--- config.mk ---
export PLATFORM = sky130hd
export DESIGN_NAME = xpt_route_ctrl
export DESIGN_NICKNAME = d
export VERILOG_FILES = /design/src/rtl/xpt_pkg.sv /design/src/rtl/xpt_line_sync.sv /design/src/rtl/xpt_byte_fsm.sv /design/src/rtl/xpt_route_regs.sv /design/src/rtl/xpt_route_ctrl.sv
export SDC_FILE = /design/constraint.sdc
export NUM_CORES = 1
export LEC_CHECK = 0
export CORE_ASPECT_RATIO = 1.75
export CORE_MARGIN = 5
export CORE_UTILIZATION = 54
export CTS_BUF_LIST = sky130_fd_sc_hd__clkbuf_4
export CTS_CLUSTER_DIAMETER = 200
export DETAILED_ROUTE_END_ITERATION = 6
export GPL_ROUTABILITY_DRIVEN = 0
export GPL_TIMING_DRIVEN = 1
export PLACE_DENSITY = 0.88
export REMOVE_ABC_BUFFERS = 1
export SLEW_MARGIN = 10
export SYNTH_ARGS = -nofsm -noshare
export SYNTH_HDL_FRONTEND = slang
export SYNTH_SLANG_ARGS = --single-unit
--- constraint.sdc ---
create_clock -name clk -period 3.3 [get_ports clk]
set_clock_uncertainty 0.1 [all_clocks]
set_input_delay 0.825 -clock clk [delete_from_list [all_inputs] [get_ports clk]]
set_output_delay 0.825 -clock clk [all_outputs]
set_load 0.05 [all_outputs]
--- src/rtl/xpt_pkg.sv ---
package xpt_pkg;

    typedef enum logic [2:0] {
        ST_IDLE,
        ST_DEV,
        ST_DEV_ACK,
        ST_REG,
        ST_REG_ACK,
        ST_DAT,
        ST_DAT_ACK,
        ST_HOLD
    } xpt_state_e;

    localparam logic [6:0] DEV_ADDR_LO = 7'h06;
    localparam logic [7:0] OUT_BASE    = 8'h01;
    localparam logic [7:0] CLAMP_BASE  = 8'h1D;
    localparam int         EN_BIT      = 7;
    localparam int         GAIN_LSB    = 5;
    localparam int         SEL_W       = 5;

endpackage

--- src/rtl/xpt_line_sync.sv ---
module xpt_line_sync (
    input  logic clk,
    input  logic rst_n,
    input  logic scl_i,
    input  logic sda_i,
    output logic sda_s,
    output logic scl_rise,
    output logic scl_fall,
    output logic start_det,
    output logic stop_det
);
    logic [2:0] scl_q;
    logic [2:0] sda_q;

    always_ff @(posedge clk or negedge rst_n) begin
        if (!rst_n) begin
            scl_q <= 3'b111;
            sda_q <= 3'b111;
        end else begin
            scl_q <= {scl_q[1:0], scl_i};
            sda_q <= {sda_q[1:0], sda_i};
        end
    end

    always_comb begin
        sda_s     = sda_q[1];
        scl_rise  = scl_q[1] & ~scl_q[2];
        scl_fall  = ~scl_q[1] & scl_q[2];
        start_det = scl_q[1] & scl_q[2] & sda_q[2] & ~sda_q[1];
        stop_det  = scl_q[1] & scl_q[2] & ~sda_q[2] & sda_q[1];
    end
endmodule

--- src/rtl/xpt_byte_fsm.sv ---
module xpt_byte_fsm
    import xpt_pkg::*;
(
    input  logic       clk,
    input  logic       rst_n,
    input  logic [7:0] dev_match,
    input  logic       sda_s,
    input  logic       scl_rise,
    input  logic       scl_fall,
    input  logic       start_det,
    input  logic       stop_det,
    output logic       sda_oe,
    output logic       wr_en,
    output logic [7:0] wr_addr,
    output logic [7:0] wr_data
);
    xpt_state_e st, nxt;
    logic [7:0] shreg;
    logic [3:0] bit_cnt;
    logic [7:0] idx_q;
    logic       byte_end;
    logic       shifting;
    logic       acking;

    assign byte_end = scl_fall && (bit_cnt == 4'd8);
    assign shifting = (st == ST_DEV) || (st == ST_REG) || (st == ST_DAT);
    assign acking   = (st == ST_DEV_ACK) || (st == ST_REG_ACK) || (st == ST_DAT_ACK);

    always_comb begin
        nxt = st;
        if (stop_det) begin
            nxt = ST_IDLE;
        end else if (start_det) begin
            nxt = ST_DEV;
        end else begin
            unique case (st)
                ST_IDLE:    nxt = st;
                ST_HOLD:    nxt = st;
                ST_DEV:     if (byte_end) nxt = (shreg == dev_match) ? ST_DEV_ACK : ST_IDLE;
                ST_REG:     if (byte_end) nxt = ST_REG_ACK;
                ST_DAT:     if (byte_end) nxt = ST_DAT_ACK;
                ST_DEV_ACK: if (scl_fall) nxt = ST_REG;
                ST_REG_ACK: if (scl_fall) nxt = ST_DAT;
                ST_DAT_ACK: if (scl_fall) nxt = ST_HOLD;
                default:    nxt = ST_IDLE;
            endcase
        end
    end

    always_ff @(posedge clk or negedge rst_n) begin
        if (!rst_n) st <= ST_IDLE;
        else        st <= nxt;
    end

    always_ff @(posedge clk or negedge rst_n) begin
        if (!rst_n) begin
            shreg   <= '0;
            bit_cnt <= '0;
            idx_q   <= '0;
        end else if (start_det) begin
            bit_cnt <= '0;
        end else begin
            if (shifting && scl_rise && bit_cnt < 4'd8) begin
                shreg   <= {shreg[6:0], sda_s};
                bit_cnt <= bit_cnt + 4'd1;
            end
            if (acking && scl_fall) bit_cnt <= '0;
            if (st == ST_REG && byte_end) idx_q <= shreg;
        end
    end

    always_comb begin
        sda_oe  = acking;
        wr_en   = (st == ST_DAT) && byte_end && !start_det && !stop_det;
        wr_addr = idx_q;
        wr_data = shreg;
    end
endmodule

--- src/rtl/xpt_route_regs.sv ---
module xpt_route_regs
    import xpt_pkg::*;
#(
    parameter int N_IN  = 12,
    parameter int N_OUT = 9
) (
    input  logic               clk,
    input  logic               rst_n,
    input  logic               wr_en,
    input  logic [7:0]         wr_addr,
    input  logic [7:0]         wr_data,
    output logic [N_OUT-1:0]   out_en,
    output logic [2*N_OUT-1:0] out_gain,
    output logic [N_IN*N_OUT-1:0] out_sel,
    output logic [N_IN-1:0]    in_clamp
);
    localparam logic [N_IN-1:0] ONE = {{(N_IN-1){1'b0}}, 1'b1};

    for (genvar o = 0; o < N_OUT; o++) begin : g_out
        localparam logic [7:0] MY_ADDR = OUT_BASE + 8'(o);
        logic [7:0]       ctl_q;
        logic [SEL_W-1:0] code;

        always_ff @(posedge clk or negedge rst_n) begin
            if (!rst_n)                              ctl_q <= '0;
            else if (wr_en && wr_addr == MY_ADDR)    ctl_q <= wr_data;
        end

        assign code                   = ctl_q[SEL_W-1:0];
        assign out_en[o]              = ctl_q[EN_BIT];
        assign out_gain[2*o +: 2]     = ctl_q[GAIN_LSB +: 2];
        assign out_sel[o*N_IN +: N_IN] =
            (ctl_q[EN_BIT] && code != '0 && int'(code) <= N_IN)
                ? (ONE << (code - SEL_W'(1))) : '0;
    end

    for (genvar i = 0; i < N_IN; i++) begin : g_clamp
        localparam logic [7:0] MY_ADDR = CLAMP_BASE + 8'(i / 8);
        always_ff @(posedge clk or negedge rst_n) begin
            if (!rst_n)                           in_clamp[i] <= 1'b0;
            else if (wr_en && wr_addr == MY_ADDR) in_clamp[i] <= wr_data[i % 8];
        end
    end
endmodule

--- src/rtl/xpt_route_ctrl.sv ---
module xpt_route_ctrl
    import xpt_pkg::*;
#(
    parameter int N_IN  = 12,
    parameter int N_OUT = 9
) (
    input  logic                  clk,
    input  logic                  rst_n,
    input  logic                  addr_sel,
    input  logic                  scl_i,
    input  logic                  sda_i,
    output logic                  sda_oe,
    output logic [N_OUT-1:0]      out_en,
    output logic [2*N_OUT-1:0]    out_gain,
    output logic [N_IN*N_OUT-1:0] out_sel,
    output logic [N_IN-1:0]       in_clamp
);
    logic       sda_s, scl_rise, scl_fall, start_det, stop_det;
    logic       wr_en;
    logic [7:0] wr_addr, wr_data;
    logic [7:0] dev_match;

    assign dev_match = {addr_sel, DEV_ADDR_LO};

    xpt_line_sync u_sync (
        .clk(clk), .rst_n(rst_n), .scl_i(scl_i), .sda_i(sda_i),
        .sda_s(sda_s), .scl_rise(scl_rise), .scl_fall(scl_fall),
        .start_det(start_det), .stop_det(stop_det)
    );

    xpt_byte_fsm u_fsm (
        .clk(clk), .rst_n(rst_n), .dev_match(dev_match), .sda_s(sda_s),
        .scl_rise(scl_rise), .scl_fall(scl_fall), .start_det(start_det),
        .stop_det(stop_det), .sda_oe(sda_oe), .wr_en(wr_en),
        .wr_addr(wr_addr), .wr_data(wr_data)
    );

    xpt_route_regs #(.N_IN(N_IN), .N_OUT(N_OUT)) u_regs (
        .clk(clk), .rst_n(rst_n), .wr_en(wr_en), .wr_addr(wr_addr),
        .wr_data(wr_data), .out_en(out_en), .out_gain(out_gain),
        .out_sel(out_sel), .in_clamp(in_clamp)
    );
endmodule

==> flow_metrics.py <==
metrics = {
    "drt": {
        "drtPass1Iterations": 5,
        "drtAntennaViolNets": 0,
        "wirelength_um": 14200,
        "drt_drc_violations_left": 0,
        "avgRoutedWirePerCell_um": 18.1,
        "drt_iter0_drc": 167,
        "dr_total_vias": 4354,
        "avgViaCountPerCell": 5.56,
    },
    "power_and_ir_drop": {
        "vdd_ir_drop_max_mv": 0.306,
        "p_leak_nw": 3.97,
        "seq_power_share_pct": 59.4,
        "p_per_area_nw_per_um2": 390,
        "power_mw": 2.90,
        "power_frac_comb_pct": 7.6,
        "p_sw_mw": 0.879,
        "p_clk_share_pct": 33.0,
        "p_int_mw": 2.03,
        "power_switching_share_pct": 30.3,
    },
    "worst_setup_path": {
        "required_ns": 2.37,
        "path_max_fanout": 4,
        "r2r_start": "u_fsm.bit_cnt[0]$_DFFE_PN0P_",
        "cp-start-kind": "flip-flop",
        "ff2ff_setup_slack_ns": 0.85,
        "path_class": "reg -> out",
        "reg2reg_depth": 6,
        "arrival_ns": 2.25,
        "r2r_end": "u_regs.g_out[7].ctl_q[6]$_DFFE_PN0P_",
        "worst_setup_path_end_kind": "primary output",
    },
    "global_route": {
        "gr-usage-all-layers_pct": 23.5,
        "overflow": 0,
        "grt_pass1_wl_um": 23400,
        "grt_max_degree": 44,
        "grt_pass1_vias": 4610,
        "antenna_found_initial": 0,
    },
    "sta": {
        "slew-limit-headroom_pct": 51.8,
        "clock.fmax_mhz": 315,
        "slew_viol_final": 0,
        "setup_viol": 0,
        "setup_slack_ns": 0.124,
        "worstMarginPinSlew_ns": 0.719,
        "finalCritPeriodShare_pct": 96.2,
        "hold_violations": 0,
        "post-route-min-period_ns": 3.18,
    },
    "die": {
        "fp.dieW_um": 87.6,
        "core_um2": 10300,
        "rows": 49,
        "dieArea_um2": 12800,
        "die_h_um": 146,
        "start_util_pct": 55.2,
        "io_pins": 153,
    },
    "synth": {
        "syn_inst": 510,
        "synth_edf_count": 0,
        "synth_flop_cell": "dfrtp_1",
        "synth_cell_types": 41,
        "ys_seq_area_share_pct": 49.9,
        "synthArstFlopShare_pct": 100,
        "synth.top_cell.area_share_pct": 47.1,
        "synth_seq_cells": 113,
        "synth-warning-count": 0,
        "yosys.area.top_type": "dfrtp_1",
        "syn_area_um2": 5690,
        "yosysMostFrequentCell": "dfrtp_1",
        "avgSynthCellArea_um2": 11.2,
        "synth.top_cells.by_area": "dfrtp_1, mux2_2, nor2_1",
        "synth.top_cells.by_count": "dfrtp_1, mux2_2, nor2_1",
    },
    "run_status": {
        "status": "finished, final reports clean",
    },
    "placed_design": {
        "place_worst_setup_slack_ns": 0.493,
        "place_hpwl_um": 10500,
        "portBuffers": 152,
        "place_area_um2": 7140,
    },
    "finish": {
        "drive_gt1_share_pct": 24.7,
        "n_antenna_cell": 0,
        "syn_to_final_growth_pct": 30.8,
        "stdcell_area_um2": 7440,
        "nFillCells": 772,
        "fin_nets": 650,
    },
    "clock_network": {
        "insertion_delay_ns": 0.52,
        "clkTransAtPathRegs_ns": 0.09,
        "clk_path_buf_depth": 2,
        "cts_made_buffers": 17,
        "htree_levels": 4,
        "clock-root-buffer": "clkbuf_4",
        "cts_tree": "yes",
        "clkSinkCount": 113,
        "postCtsSetupBuffers": 0,
        "postCtsHoldBufs": 0,
    },
    "flow_run": {
        "maxCapViolCount": 0,
    },
    "hold_path": {
        "hp-class": "in -> async",
    },
}
==> repair_timing <==
item                                    CTS  global route
pin swaps                                 0             0
gates resized for setup                  43            36
endpoints found under the setup margin   43            36
==> worst max path at each step <==
| stage | slack (ns) | cells past startpoint | to | startpoint |
|---|---|---|---|---|
| after CTS | 0.00008 | 4 | out_sel[32] | u_regs.g_out[2].ctl_q[4]$_DFFE_PN0P_ |
| after global placement | 0.56 | 4 | out_sel[3] | u_regs.g_out[0].ctl_q[4]$_DFFE_PN0P_ |
| after detailed placement | 0.49 | 4 | out_sel[31] | u_regs.g_out[2].ctl_q[4]$_DFFE_PN0P_ |
| final | 0.12 | 5 | out_sel[68] | u_regs.g_out[5].ctl_q[4]$_DFFE_PN0P_ |
| after floorplan | -0.08 | 2 | out_sel[107] | u_regs.g_out[8].ctl_q[7]$_DFFE_PN0P_ |
| after global routing | -0.03 | 5 | out_sel[68] | u_regs.g_out[5].ctl_q[4]$_DFFE_PN0P_ |
==> routing by layer <==
layer | vias to the layer above | wire length (µm) | track usage, %
met1 | 2165 | 5080 | 25.3
met3 | 37 | 652 | 5.67
met2 | 126 | 7990 | 42.3
met4 | 0 | 470 | 10.1
met5 | - | 0 | 0
li1 | 2026 | - | -
==> power groups by stage <==
stage,Sequential (mW),Combinational (mW),Clock [mW]
after floorplan,1.60,0.159,0
after global placement,1.73,0.211,0
after detailed placement,1.75,0.223,0
after CTS,1.72,0.224,0.981
after global routing,1.73,0.249,1.05
final,1.73,0.221,0.957
==> cells by family after synthesis <==
| kind of cell | after synthesis | synth area share (%) |
|---|---|---|
| simple gates | 233 | 22.8 |
| flops | 113 | 49.9 |
| mux | 101 | 20.0 |
| buf+inv | 46 | 4.93 |
| compound gates | 12 | 1.54 |
| xor+xnor | 3 | 0.462 |
| fa+ha+maj | 2 | 0.440 |
==> stage by stage <==
step	utilization (%)	instances	setup TNS, ns	hold slack (ns)
6_report	72.2	783	0	0.178
5_1_grt	72.2	783	-0.0336	0.177
4_1_cts	71.3	783	0	0.158
3_5_place_dp	69.3	751	0	0.247
3_3_place_gp	69.3	751	0	0.246
2_1_floorplan	-	469	-0.656	0.245
==> layout make-up <==
class	count	area [µm²]	share of cell area [%]
multi-input combinational	351	2570	34.6
timing repair buffer	155	1590	21.4
inverter	5	18.8	0.252
sequential	113	2840	38.1
clock inverter	13	120	1.62
clock buffer	19	143	1.92
tap	127	159	2.14
==> critical path: stages (launching register included) <==
cell             delay, ns
dfrtp_1               0.40
nand2b_1              0.15
nor2_1                0.08
nand2_1               0.11
nor2_1                0.17
clkdlybuf4s50_1       0.82
==> state kept, by name, indices dropped and copies added (netlist names) <==
register and count:
u_fsm.bit_cnt 4, u_sync.scl_q 3, u_fsm.wr_data 8, u_regs.in_clamp 12
u_sync.sda_q 3, u_fsm.st 3, u_fsm.wr_addr 8, u_regs.g_out.ctl_q 72
==> placed cells by master (no fill, tap or decap), types with 2 or more instances in the layout <==
cell             Yosys  layout
nand3_1              6       6
nand3b_1            10      10
xor2_1               2       2
a21oi_1              3       3
and3_1               2       2
dlygate4sd2_1        0      43
dlymetal6s2s_1       0      36
nand2_1             23      23
clkdlybuf4s50_1      0      72
inv_1                5       5
mux2_2             101     101
nor4_4               4       4
or2_2                8       8
buf_4               27       3
clkinv_2             0       8
dfrtp_1            107     107
ha_1                 2       2
nor2_1              96      96
bufinv_16            0       2
nor3_2               3       3
nor3b_1              2       2
clkbuf_4             0      19
dfstp_2              6       6
nand2b_1            28      28
nor4b_1             11      11
o31ai_1              2       2
and4bb_2             2       2
nor3_1              21      21
or3_1                9       9
Power figures use the tool's default switching activity.
